===== config.mk =====
export PLATFORM = sky130hd
export DESIGN_NAME = fpx_blk_seq
export DESIGN_NICKNAME = d
export VERILOG_FILES = /design/src/rtl/fpx_pkg.sv /design/src/rtl/fpx_cmd_decode.sv /design/src/rtl/fpx_disp_walker.sv /design/src/rtl/fpx_seq_ctrl.sv /design/src/rtl/fpx_blk_seq.sv
export SDC_FILE = /design/constraint.sdc
export NUM_CORES = 1
export LEC_CHECK = 0
export BUFFER_PORTS_ARGS = -buffer_cell sky130_fd_sc_hd__clkbuf_2
export CAP_MARGIN = 10
export CORE_MARGIN = 5
export CORE_UTILIZATION = 40
export CTS_CLUSTER_DIAMETER = 150
export CTS_CLUSTER_SIZE = 8
export DETAILED_ROUTE_END_ITERATION = 6
export GPL_ROUTABILITY_DRIVEN = 0
export SLEW_MARGIN = 30
export SYNTH_ARGS = -nofsm -noshare
export SYNTH_HDL_FRONTEND = slang
export SYNTH_SLANG_ARGS = --single-unit
export TNS_END_PERCENT = 100

===== constraint.sdc =====
create_clock -name clk -period 4.2 [get_ports clk]
set_clock_uncertainty 0.1 [all_clocks]
set_input_delay 0.21 -clock clk [delete_from_list [all_inputs] [get_ports clk]]
set_output_delay 0.21 -clock clk [all_outputs]
set_load 0.02 [all_outputs]

===== src/rtl/fpx_pkg.sv =====
package fpx_pkg;
  typedef enum logic [1:0] {
    UOP_LOAD  = 2'd0,
    UOP_STORE = 2'd1,
    UOP_BASE  = 2'd2
  } uop_kind_e;

  localparam int FLAG_LAST  = 0;
  localparam int FLAG_DELAY = 1;
endpackage


===== src/rtl/fpx_cmd_decode.sv =====
module fpx_cmd_decode #(
  parameter int REG_LIMIT = 32,
  parameter int OFF_W     = 8,
  parameter int CNT_W     = 7,
  parameter int DISP_W    = 10
) (
  input  logic [OFF_W-1:0]  off,
  input  logic              dbl,
  input  logic              up,
  input  logic              wb_req,
  output logic [CNT_W-1:0]  words,
  output logic              wb_eff,
  output logic              bad,
  output logic [DISP_W-1:0] init_disp
);
  localparam logic [OFF_W:0]   LIM_O = REG_LIMIT[OFF_W:0];
  localparam logic [CNT_W-1:0] LIM_C = REG_LIMIT[CNT_W-1:0];

  logic [OFF_W-1:0] raw;
  logic             over;
  logic             zero;
  logic [CNT_W-1:0] cnt;

  always_comb begin
    raw       = dbl ? (off >> 1) : off;
    over      = {1'b0, raw} > LIM_O;
    zero      = (raw == '0);
    cnt       = over ? LIM_C : CNT_W'(raw);
    words     = dbl ? (cnt << 1) : cnt;
    wb_eff    = wb_req | zero;
    bad       = over | zero;
    init_disp = up ? '0 : {off, 2'b00};
  end
endmodule


===== src/rtl/fpx_disp_walker.sv =====
module fpx_disp_walker #(
  parameter int DISP_W = 10
) (
  input  logic              clk,
  input  logic              rst_n,
  input  logic              start,
  input  logic [DISP_W-1:0] init_disp,
  input  logic              init_up,
  input  logic              dbl,
  input  logic              adv,
  output logic [DISP_W-1:0] disp_out,
  output logic              dir_out
);
  localparam int SW = DISP_W + 1;

  logic signed [SW-1:0] run_q, run_d;
  logic                 dir_q, dir_d;
  logic                 top_q, top_d;
  logic signed [SW-1:0] step;
  logic signed [SW-1:0] nxt;
  logic signed [SW-1:0] word_disp;

  always_comb begin
    step = dbl ? SW'(8) : SW'(4);
    nxt  = run_q - step;
    if (dbl && top_q)
      word_disp = dir_q ? (run_q + SW'(4)) : (run_q - SW'(4));
    else
      word_disp = run_q;
    disp_out = word_disp[DISP_W-1:0];
    dir_out  = dir_q;
  end

  always_comb begin
    run_d = run_q;
    dir_d = dir_q;
    top_d = top_q;
    if (start) begin
      run_d = $signed({1'b0, init_disp});
      dir_d = init_up;
      top_d = 1'b0;
    end else if (adv) begin
      if (dbl && !top_q) begin
        top_d = 1'b1;
      end else begin
        top_d = 1'b0;
        if (dir_q) begin
          run_d = run_q + step;
        end else if (nxt <= 0) begin
          dir_d = 1'b1;
          run_d = -nxt;
        end else begin
          run_d = nxt;
        end
      end
    end
  end

  always_ff @(posedge clk or negedge rst_n) begin
    if (!rst_n) begin
      run_q <= '0;
      dir_q <= 1'b1;
      top_q <= 1'b0;
    end else if (start || adv) begin
      run_q <= run_d;
      dir_q <= dir_d;
      top_q <= top_d;
    end
  end

  AST_RUN_NONNEG: assert property (@(posedge clk) disable iff (!rst_n)
    !run_q[SW-1]);
endmodule


===== src/rtl/fpx_seq_ctrl.sv =====
module fpx_seq_ctrl #(
  parameter int CNT_W = 7,
  parameter int REG_W = 7
) (
  input  logic             clk,
  input  logic             rst_n,
  input  logic             cmd_valid,
  output logic             cmd_ready,
  input  logic [CNT_W-1:0] words,
  input  logic             wb_eff,
  input  logic [REG_W-1:0] first_reg,
  output logic             uop_valid,
  input  logic             uop_ready,
  output logic             fire,
  output logic             is_mem,
  output logic             last,
  output logic [REG_W-1:0] reg_idx
);
  logic             busy_q, busy_d;
  logic [CNT_W-1:0] left_q, left_d;
  logic             wb_q, wb_d;
  logic [REG_W-1:0] reg_q, reg_d;
  logic             accept;

  always_comb begin
    cmd_ready = !busy_q;
    accept    = cmd_valid && !busy_q;
    uop_valid = busy_q;
    fire      = busy_q && uop_ready;
    is_mem    = (left_q != '0);
    last      = is_mem ? ((left_q == CNT_W'(1)) && !wb_q) : 1'b1;
    reg_idx   = reg_q;
  end

  always_comb begin
    busy_d = busy_q;
    left_d = left_q;
    wb_d   = wb_q;
    reg_d  = reg_q;
    if (accept) begin
      busy_d = 1'b1;
      left_d = words;
      wb_d   = wb_eff;
      reg_d  = first_reg;
    end else if (fire) begin
      if (is_mem) begin
        left_d = left_q - CNT_W'(1);
        reg_d  = reg_q + REG_W'(1);
      end
      if (last)
        busy_d = 1'b0;
    end
  end

  always_ff @(posedge clk or negedge rst_n) begin
    if (!rst_n) begin
      busy_q <= 1'b0;
      left_q <= '0;
      wb_q   <= 1'b0;
      reg_q  <= '0;
    end else if (accept || fire) begin
      busy_q <= busy_d;
      left_q <= left_d;
      wb_q   <= wb_d;
      reg_q  <= reg_d;
    end
  end

  AST_ACCEPT_STARTS: assert property (@(posedge clk) disable iff (!rst_n)
    (cmd_valid && cmd_ready) |=> uop_valid);
  AST_END_IDLE: assert property (@(posedge clk) disable iff (!rst_n)
    (fire && last) |=> !uop_valid);
endmodule


===== src/rtl/fpx_blk_seq.sv =====
module fpx_blk_seq
  import fpx_pkg::*;
#(
  parameter int REG_LIMIT = 32,
  parameter int OFF_W     = 8,
  parameter int REG_W     = 7,
  parameter int BASE_W    = 4,
  localparam int CNT_W    = $clog2(2 * REG_LIMIT + 1),
  localparam int DISP_W   = OFF_W + 2
) (
  input  logic              clk,
  input  logic              rst_n,
  input  logic              cmd_valid,
  output logic              cmd_ready,
  input  logic [BASE_W-1:0] cmd_base,
  input  logic [REG_W-1:0]  cmd_first,
  input  logic              cmd_dbl,
  input  logic              cmd_up,
  input  logic              cmd_wb,
  input  logic              cmd_load,
  input  logic [OFF_W-1:0]  cmd_off,
  output logic              uop_valid,
  input  logic              uop_ready,
  output logic [1:0]        uop_kind,
  output logic [REG_W-1:0]  uop_reg,
  output logic [DISP_W-1:0] uop_disp,
  output logic              uop_up,
  output logic [1:0]        uop_flags,
  output logic              warn
);
  logic [CNT_W-1:0]  dec_words;
  logic              dec_wb;
  logic              dec_bad;
  logic [DISP_W-1:0] dec_init;

  logic              accept;
  logic              fire;
  logic              is_mem;
  logic              last;
  logic [REG_W-1:0]  mem_reg;
  logic [DISP_W-1:0] mem_disp;
  logic              mem_dir;

  logic [BASE_W-1:0] base_q, base_d;
  logic [OFF_W-1:0]  off_q, off_d;
  logic              dbl_q, dbl_d;
  logic              up_q, up_d;
  logic              load_q, load_d;
  logic              warn_q, warn_d;
  uop_kind_e         kind;

  fpx_cmd_decode #(
    .REG_LIMIT(REG_LIMIT), .OFF_W(OFF_W), .CNT_W(CNT_W), .DISP_W(DISP_W)
  ) u_dec (
    .off(cmd_off), .dbl(cmd_dbl), .up(cmd_up), .wb_req(cmd_wb),
    .words(dec_words), .wb_eff(dec_wb), .bad(dec_bad), .init_disp(dec_init)
  );

  fpx_seq_ctrl #(.CNT_W(CNT_W), .REG_W(REG_W)) u_ctrl (
    .clk(clk), .rst_n(rst_n), .cmd_valid(cmd_valid), .cmd_ready(cmd_ready),
    .words(dec_words), .wb_eff(dec_wb), .first_reg(cmd_first),
    .uop_valid(uop_valid), .uop_ready(uop_ready), .fire(fire),
    .is_mem(is_mem), .last(last), .reg_idx(mem_reg)
  );

  assign accept = cmd_valid && cmd_ready;

  fpx_disp_walker #(.DISP_W(DISP_W)) u_walk (
    .clk(clk), .rst_n(rst_n), .start(accept), .init_disp(dec_init),
    .init_up(cmd_up), .dbl(dbl_q), .adv(fire && is_mem),
    .disp_out(mem_disp), .dir_out(mem_dir)
  );

  always_comb begin
    base_d = accept ? cmd_base : base_q;
    off_d  = accept ? cmd_off  : off_q;
    dbl_d  = accept ? cmd_dbl  : dbl_q;
    up_d   = accept ? cmd_up   : up_q;
    load_d = accept ? cmd_load : load_q;
    warn_d = accept ? dec_bad  : warn_q;
  end

  always_ff @(posedge clk or negedge rst_n) begin
    if (!rst_n) begin
      base_q <= '0;
      off_q  <= '0;
      dbl_q  <= 1'b0;
      up_q   <= 1'b1;
      load_q <= 1'b0;
      warn_q <= 1'b0;
    end else if (accept) begin
      base_q <= base_d;
      off_q  <= off_d;
      dbl_q  <= dbl_d;
      up_q   <= up_d;
      load_q <= load_d;
      warn_q <= warn_d;
    end
  end

  always_comb begin
    if (!is_mem)     kind = UOP_BASE;
    else if (load_q) kind = UOP_LOAD;
    else             kind = UOP_STORE;
    uop_kind              = kind;
    uop_reg               = is_mem ? mem_reg : REG_W'(base_q);
    uop_disp              = is_mem ? mem_disp : {off_q, 2'b00};
    uop_up                = is_mem ? mem_dir : up_q;
    uop_flags[FLAG_LAST]  = last;
    uop_flags[FLAG_DELAY] = !last;
    warn                  = warn_q;
  end

  AST_STALL_HOLD: assert property (@(posedge clk) disable iff (!rst_n)
    (uop_valid && !uop_ready) |=> (uop_valid && $stable(uop_kind) &&
      $stable(uop_reg) && $stable(uop_disp) && $stable(uop_up) &&
      $stable(uop_flags)));
  AST_BASE_IS_LAST: assert property (@(posedge clk) disable iff (!rst_n)
    (uop_valid && uop_kind == 2'd2) |-> uop_flags[FLAG_LAST]);
  AST_REG_STEP: assert property (@(posedge clk) disable iff (!rst_n)
    (uop_valid && uop_ready && uop_kind != 2'd2 && !uop_flags[FLAG_LAST])
      |=> (uop_kind == 2'd2 ||
           uop_reg == REG_W'($past(uop_reg) + REG_W'(1))));
endmodule


[Yosys cells after proc, flatten, opt, wreduce, memory -nomap -nowiden]
Index checks and enable logic that the tools add are counted.
W data, S select, Z words.
Word-level totals
  bits in registers: 45
  bits of input ports: 27
  output and inout bits: 25
  logic and storage cells: 84
Cells by class
  add/subtract/negate cells: 7
  magnitude comparators: 2
  equal/unequal tests: 2
  multiplexer cells: 35
  bitwise operators: 2
  reductions and logical operators: 23
Operator list (number)
  $mux W7: 9
  $mux W11: 5
  $mux W10: 4
  $mux W1: 14
  $add A11 B5 Y11: 1
  $le A11 B1 Y1 const B: 1
  $neg A11 Y11: 1
  $sub A11 B5 Y11: 1
  $add A10 B4 Y10 const B: 1
  $sub A10 B4 Y10 const B: 1
  $reduce_and A3 Y1: 3
  $gt A8 B6 Y1 const B: 1
  $logic_not A8 Y1: 1
  $mux W8: 1
  $reduce_bool A2 Y1: 4
  $add A7 B1 Y7 const B: 1
  $eq A7 B1 Y1 const B: 1
  $reduce_bool A7 Y1: 1
  $sub A7 B1 Y7 const B: 1
  $logic_and A1 B1 Y1: 6
  $logic_not A1 Y1: 4
  $mux W4: 1
  $reduce_and A2 Y1: 2
  $logic_or A1 B1 Y1: 2
  3 further kinds: 4

[Depth between registers and ports, before layout]
  depth after elaboration: 8
  gate-level depth with buffers: 11
  gate-level depth less buffers: 10

[By module]
A second synthesis with hierarchy kept.
Second synthesis, totals
  cells, all modules: 429
  area total of the unflattened synthesis: 3774.9 um^2
By module, submodules not included
  fpx_disp_walker: times used 1, cells each 227, area an instance 1729.2 um^2, seq. area each 326.6 um^2
  fpx_seq_ctrl: times used 1, cells each 111, area an instance 994.7 um^2, seq. area each 400.4 um^2
  fpx_blk_seq: times used 1, cells each 60, area an instance 863.3 um^2, seq. area each 401.6 um^2
  fpx_cmd_decode: times used 1, cells each 31, area an instance 187.7 um^2, seq. area each 0.0 um^2

[Worst setup path before layout]
No wires, ideal clock.
  kind: register to register
  start point: register dbl_q
  end point: register u_walk.run_q[9]
  setup time: 0.130 ns
  data arrival time: 2.878 ns
  required time: 3.970 ns
  slack: 1.092 ns
  cell stages (with the launch flop): 11
  path buffers: 1
  clock period less this slack: 3.108 ns
  cell sequence: dfrtp_1 inv_1 ha_1 inv_1 fa_1 or4_4 or2_2 clkbuf_2 a2111oi_0 or4_1 nand3_1
On the way
  cells in the longest elaborated chain, start to end: 8
  elaborated cells on any way between the ends: 13
  classes of those cells: add/sub (3); order compare (1); eq/ne (1); mux (6); reduce/logical (2)
Ends and longest elaborated chain
  start: declaration: line fpx_blk_seq.sv:46  | logic dbl_q, dbl_d;
  start signal: assignment: line fpx_blk_seq.sv:94  | dbl_q <= dbl_d;
  $mux W4: line fpx_disp_walker.sv:24  | step = dbl ? SW'(8) : SW'(4);
  $sub A11 B5 Y11: line fpx_disp_walker.sv:25  | nxt = run_q - step;
  $neg A11 Y11 / $le A11 B1 Y1 (equally long branches): line fpx_disp_walker.sv:51, fpx_disp_walker.sv:49
  $mux W11: line fpx_disp_walker.sv:49  | end else if (nxt <= 0) begin
  $mux W11: line fpx_disp_walker.sv:47  | if (dir_q) begin
  $mux W11: line fpx_disp_walker.sv:43  | if (dbl && !top_q) begin
  $mux W11: line fpx_disp_walker.sv:42  | end else if (adv) begin
  $mux W11: line fpx_disp_walker.sv:38  | if (start) begin
  end signal: assignment: line fpx_disp_walker.sv:65  | run_q <= run_d;
  end: declaration: line fpx_disp_walker.sv:16  | logic signed [SW-1:0] run_q, run_d;
Parallel ways exist; a longest one is shown, timed or not. The select of a mux whose other input is x is not followed.
A chain may end at the register's enable or synchronous reset.

[Worst setup path in the final report]
  start point: register u_walk.dir_q (netlist: u_walk.dir_out)
  end point: output uop_disp[9]
On the way
  cells in the longest elaborated chain, start to end: 3
Ends and longest elaborated chain
  start: declaration: line fpx_disp_walker.sv:17  | logic dir_q, dir_d;
  start signal: assignment: line fpx_disp_walker.sv:66  | dir_q <= dir_d;
  $mux W10: line fpx_disp_walker.sv:27  | word_disp = dir_q ? (run_q + SW'(4)) : (run_q - SW'(4));
  $mux W10: line fpx_disp_walker.sv:26  | if (dbl && top_q)
  $mux W10: line fpx_blk_seq.sv:107  | uop_disp = is_mem ? mem_disp : {off_q, 2'b00};
  end: declaration: line fpx_blk_seq.sv:26  | output logic [DISP_W-1:0] uop_disp,
Every way passes these cells.

==> flow_summary.toml <==
[clocking]
cts_buffer_depth = 2
cts.sinks = 44
cts-root-buf = "clkbuf_8"
cts_tree = "yes"
path_clk_slew_ns = 0.08
ctsResizeCount = 0
cts_hold_buf = 3
post_cts_buffers = 0
clkLatencyLatePin_ns = 0.30
htreeDepth = 2
cts_made_buffers = 5

[global_routing]
grt_pass1_wl_um = 15300
grt_max_degree = 45
antenna_found_initial = 0
grt_use_total_pct = 18.8
grt_pass1_vias = 2990
grt-ovfl-total = 0

[floorplanning]
die_w_um = 102
dieHeight_um = 102
initial_utilization_pct = 40.9
num_io_pins = 52
core_um2 = 8220
rows = 33
die_area_um2 = 10300

[synth]
ys_seq_area_share_pct = 32.8
synth_ff_type = "dfrtp_1"
syn-num-nets = 463
yosys_warnings = 0
synth_cell_type_count = 67
syn_inst = 418
synthArstFlopShare_pct = 100
synth_area_per_cell_um2 = 8.05
synth_edf_count = 0
synth_seq_cells = 44
syn_area_um2 = 3360

[timing]
setup-tns-final_ns = 0
tightestPinTransition_ns = 0.827
slew_viol_final = 0
timing.final.ws_setup_ns = 0.826
fin_crit_ns = 3.37
slew_headroom_pct = 44.7
fmax_mhz = 296
finalHoldViolCount = 0
rsz0062_at_grt = "no"
period_share_pct = 80.3
setup_viol = 0

[route]
wire_per_inst_um = 16.8
via_per_inst = 5.59
drt-initial-drc-count = 129
wirelength_met1_um = 4290
wl_met2_um = 4660
drt_pass1_iterations = 4
wl_um = 9420
route.top_layer_used = "met4"
wl_met3_um = 404
postRouteAntennaNets = 0
vias = 3141
drc = 0

[finish]
most-common-layout-cells = "84 x nand2_1, 50 x clkbuf_2, 42 x dfrtp_1, 31 x o21ai_0"
area_delta_synth_final_pct = 13.6
layout_commonest_cell = "nand2_1"
diodes = 0
final_nets = 502
drive_gt1_share_pct = 16.0
layout.cells.non_filler = 562

[worst_setup_path]
cp-end-kind = "output port"
r2r-start = "dbl_q$_DFFE_PN0P_"
crit_required_ns = 3.89
crit_fanout = 13
crit_path_start_kind = "flip-flop"
critical_path.startpoint = "u_walk.dir_out$_DFFE_PN1P_"
critical_path_class = "reg2out"
cp.arrival_ns = 3.06

[placed_design]
place_hpwl_um = 6880
io_buffers = 50
post-place-ws_ns = 0.950
dp.cells = 551

[power_and_ir_drop]
leakagePower_nw = 1.77
power_density_nw_per_um2 = 859
peakVddDrop_mv = 0.403

[run]
drv_cap = 0

[hold_path]
hold_start = "cmd_base[3]"
hold_class = "in2reg"

[status]
status = "completed"
-- stage by stage --
| step | total power [mW] | cell area, um^2 | hold WS (ns) | util [%] |
|---|---|---|---|---|
| detailed placement | 2.88 | 3650 | 0.251 | 44.5 |
| finish | 3.28 | 3820 | 0.00724 | 46.5 |
| CTS | 3.29 | 3810 | 0.000636 | 46.4 |
| floorplan | 2.35 | 3360 | -0.186 | - |
| global placement | 2.85 | 3650 | 0.251 | 44.5 |
| global route | 3.58 | 3820 | 0.00107 | 46.5 |
-- area by class of cell --
type,instances,area (um^2)
fill,824,4390
clock buffer,5,68.8
sequential,44,1100
inverter,20,75.1
tap,105,131
clock inverter,2,60.1
multi-input combinational,330,2080
timing repair buffer,56,305
-- worst max-delay path: stages, from the launching register on --
cell	delay (ns)
dfstp_2	0.67
inv_1	0.27
ha_1	0.37
a21o_1	0.17
a211o_1	0.33
a2111o_1	0.41
o2111a_1	0.14
nor3_1	0.17
nand2_1	0.08
clkbuf_2	0.16
-- report_power, final --
group          switching, mW  internal (mW)  leakage (nW)
Sequential             0.271          0.622         0.539
Clock                  0.155          0.234        0.0642
Combinational           1.21          0.793          1.17
-- registers in the layout, summed over array words and instances, names as in the netlist --
register and count:
u_walk.run_q 10, off_q 8, u_ctrl.left_q 7, u_ctrl.reg_idx 7, base_q 4, dbl_q 1, load_q 1, u_ctrl.uop_valid 1
u_ctrl.wb_q 1, u_walk.dir_out 1, u_walk.top_q 1, up_q 1, warn 1
-- routing by layer --
layer	track usage, %	up-vias
met5	0	-
met4	3.48	0
met3	2.62	5
met2	31.6	71
met1	26.1	1516
li1	-	1549
-- kinds of logic (layout without fill, tap and decap cells) --
logic type / after synthesis / after routing / share of synthesized area (%)
DFF: 44 / 44 / 32.8
other: 1 / 1 / 0.111
and+or+nand+nor: 183 / 183 / 27.0
muxes: 5 / 5 / 1.49
xor gates and xnor gates: 25 / 25 / 6.73
buffers and inverters: 44 / 83 / 5.50
adders and majority gates: 18 / 18 / 7.36
AOI/OAI and AO/OA: 98 / 98 / 19.0
-- cell usage after synthesis, types with 6 or more instances --
library cell | n | area share (%)
nor3b_1 | 7 | 1.6
a21oi_1 | 17 | 2.5
or4_1 | 6 | 1.3
xor2_1 | 9 | 2.3
and2_1 | 6 | 1.1
nor2_1 | 18 | 2.0
inv_1 | 19 | 2.1
o21ai_0 | 31 | 4.6
o22ai_1 | 6 | 1.1
nand3_1 | 9 | 1.3
nor3_1 | 19 | 2.8
dfrtp_1 | 42 | 31
nand2_1 | 84 | 9.4
xnor2_1 | 15 | 3.9
clkbuf_1 | 17 | 1.9
ha_1 | 15 | 5.6
-- path summary, 6_finish.rpt --
| path | end | slack (ns) | cells after the start |
|---|---|---|---|
| worst max-delay path | uop_disp[9] | 0.83 | 9 |
| worst min-delay path | base_q[3]$_DFFE_PN0P_ | 0.007 | 3 |
| worst max register to register | u_walk.run_q[9]$_DFFE_PN0P_ | 0.89 | 9 |
| worst min register to register | up_q$_DFFE_PN1P_ | 0.37 | 2 |
| max in group asynchronous | u_ctrl.left_q[0]$_DFFE_PN0P_ | 3.14 | 3 |
| min in group asynchronous | u_walk.run_q[4]$_DFFE_PN0P_ | 0.44 | 3 |
No activity file was read; power rests on OpenSTA's default activity.
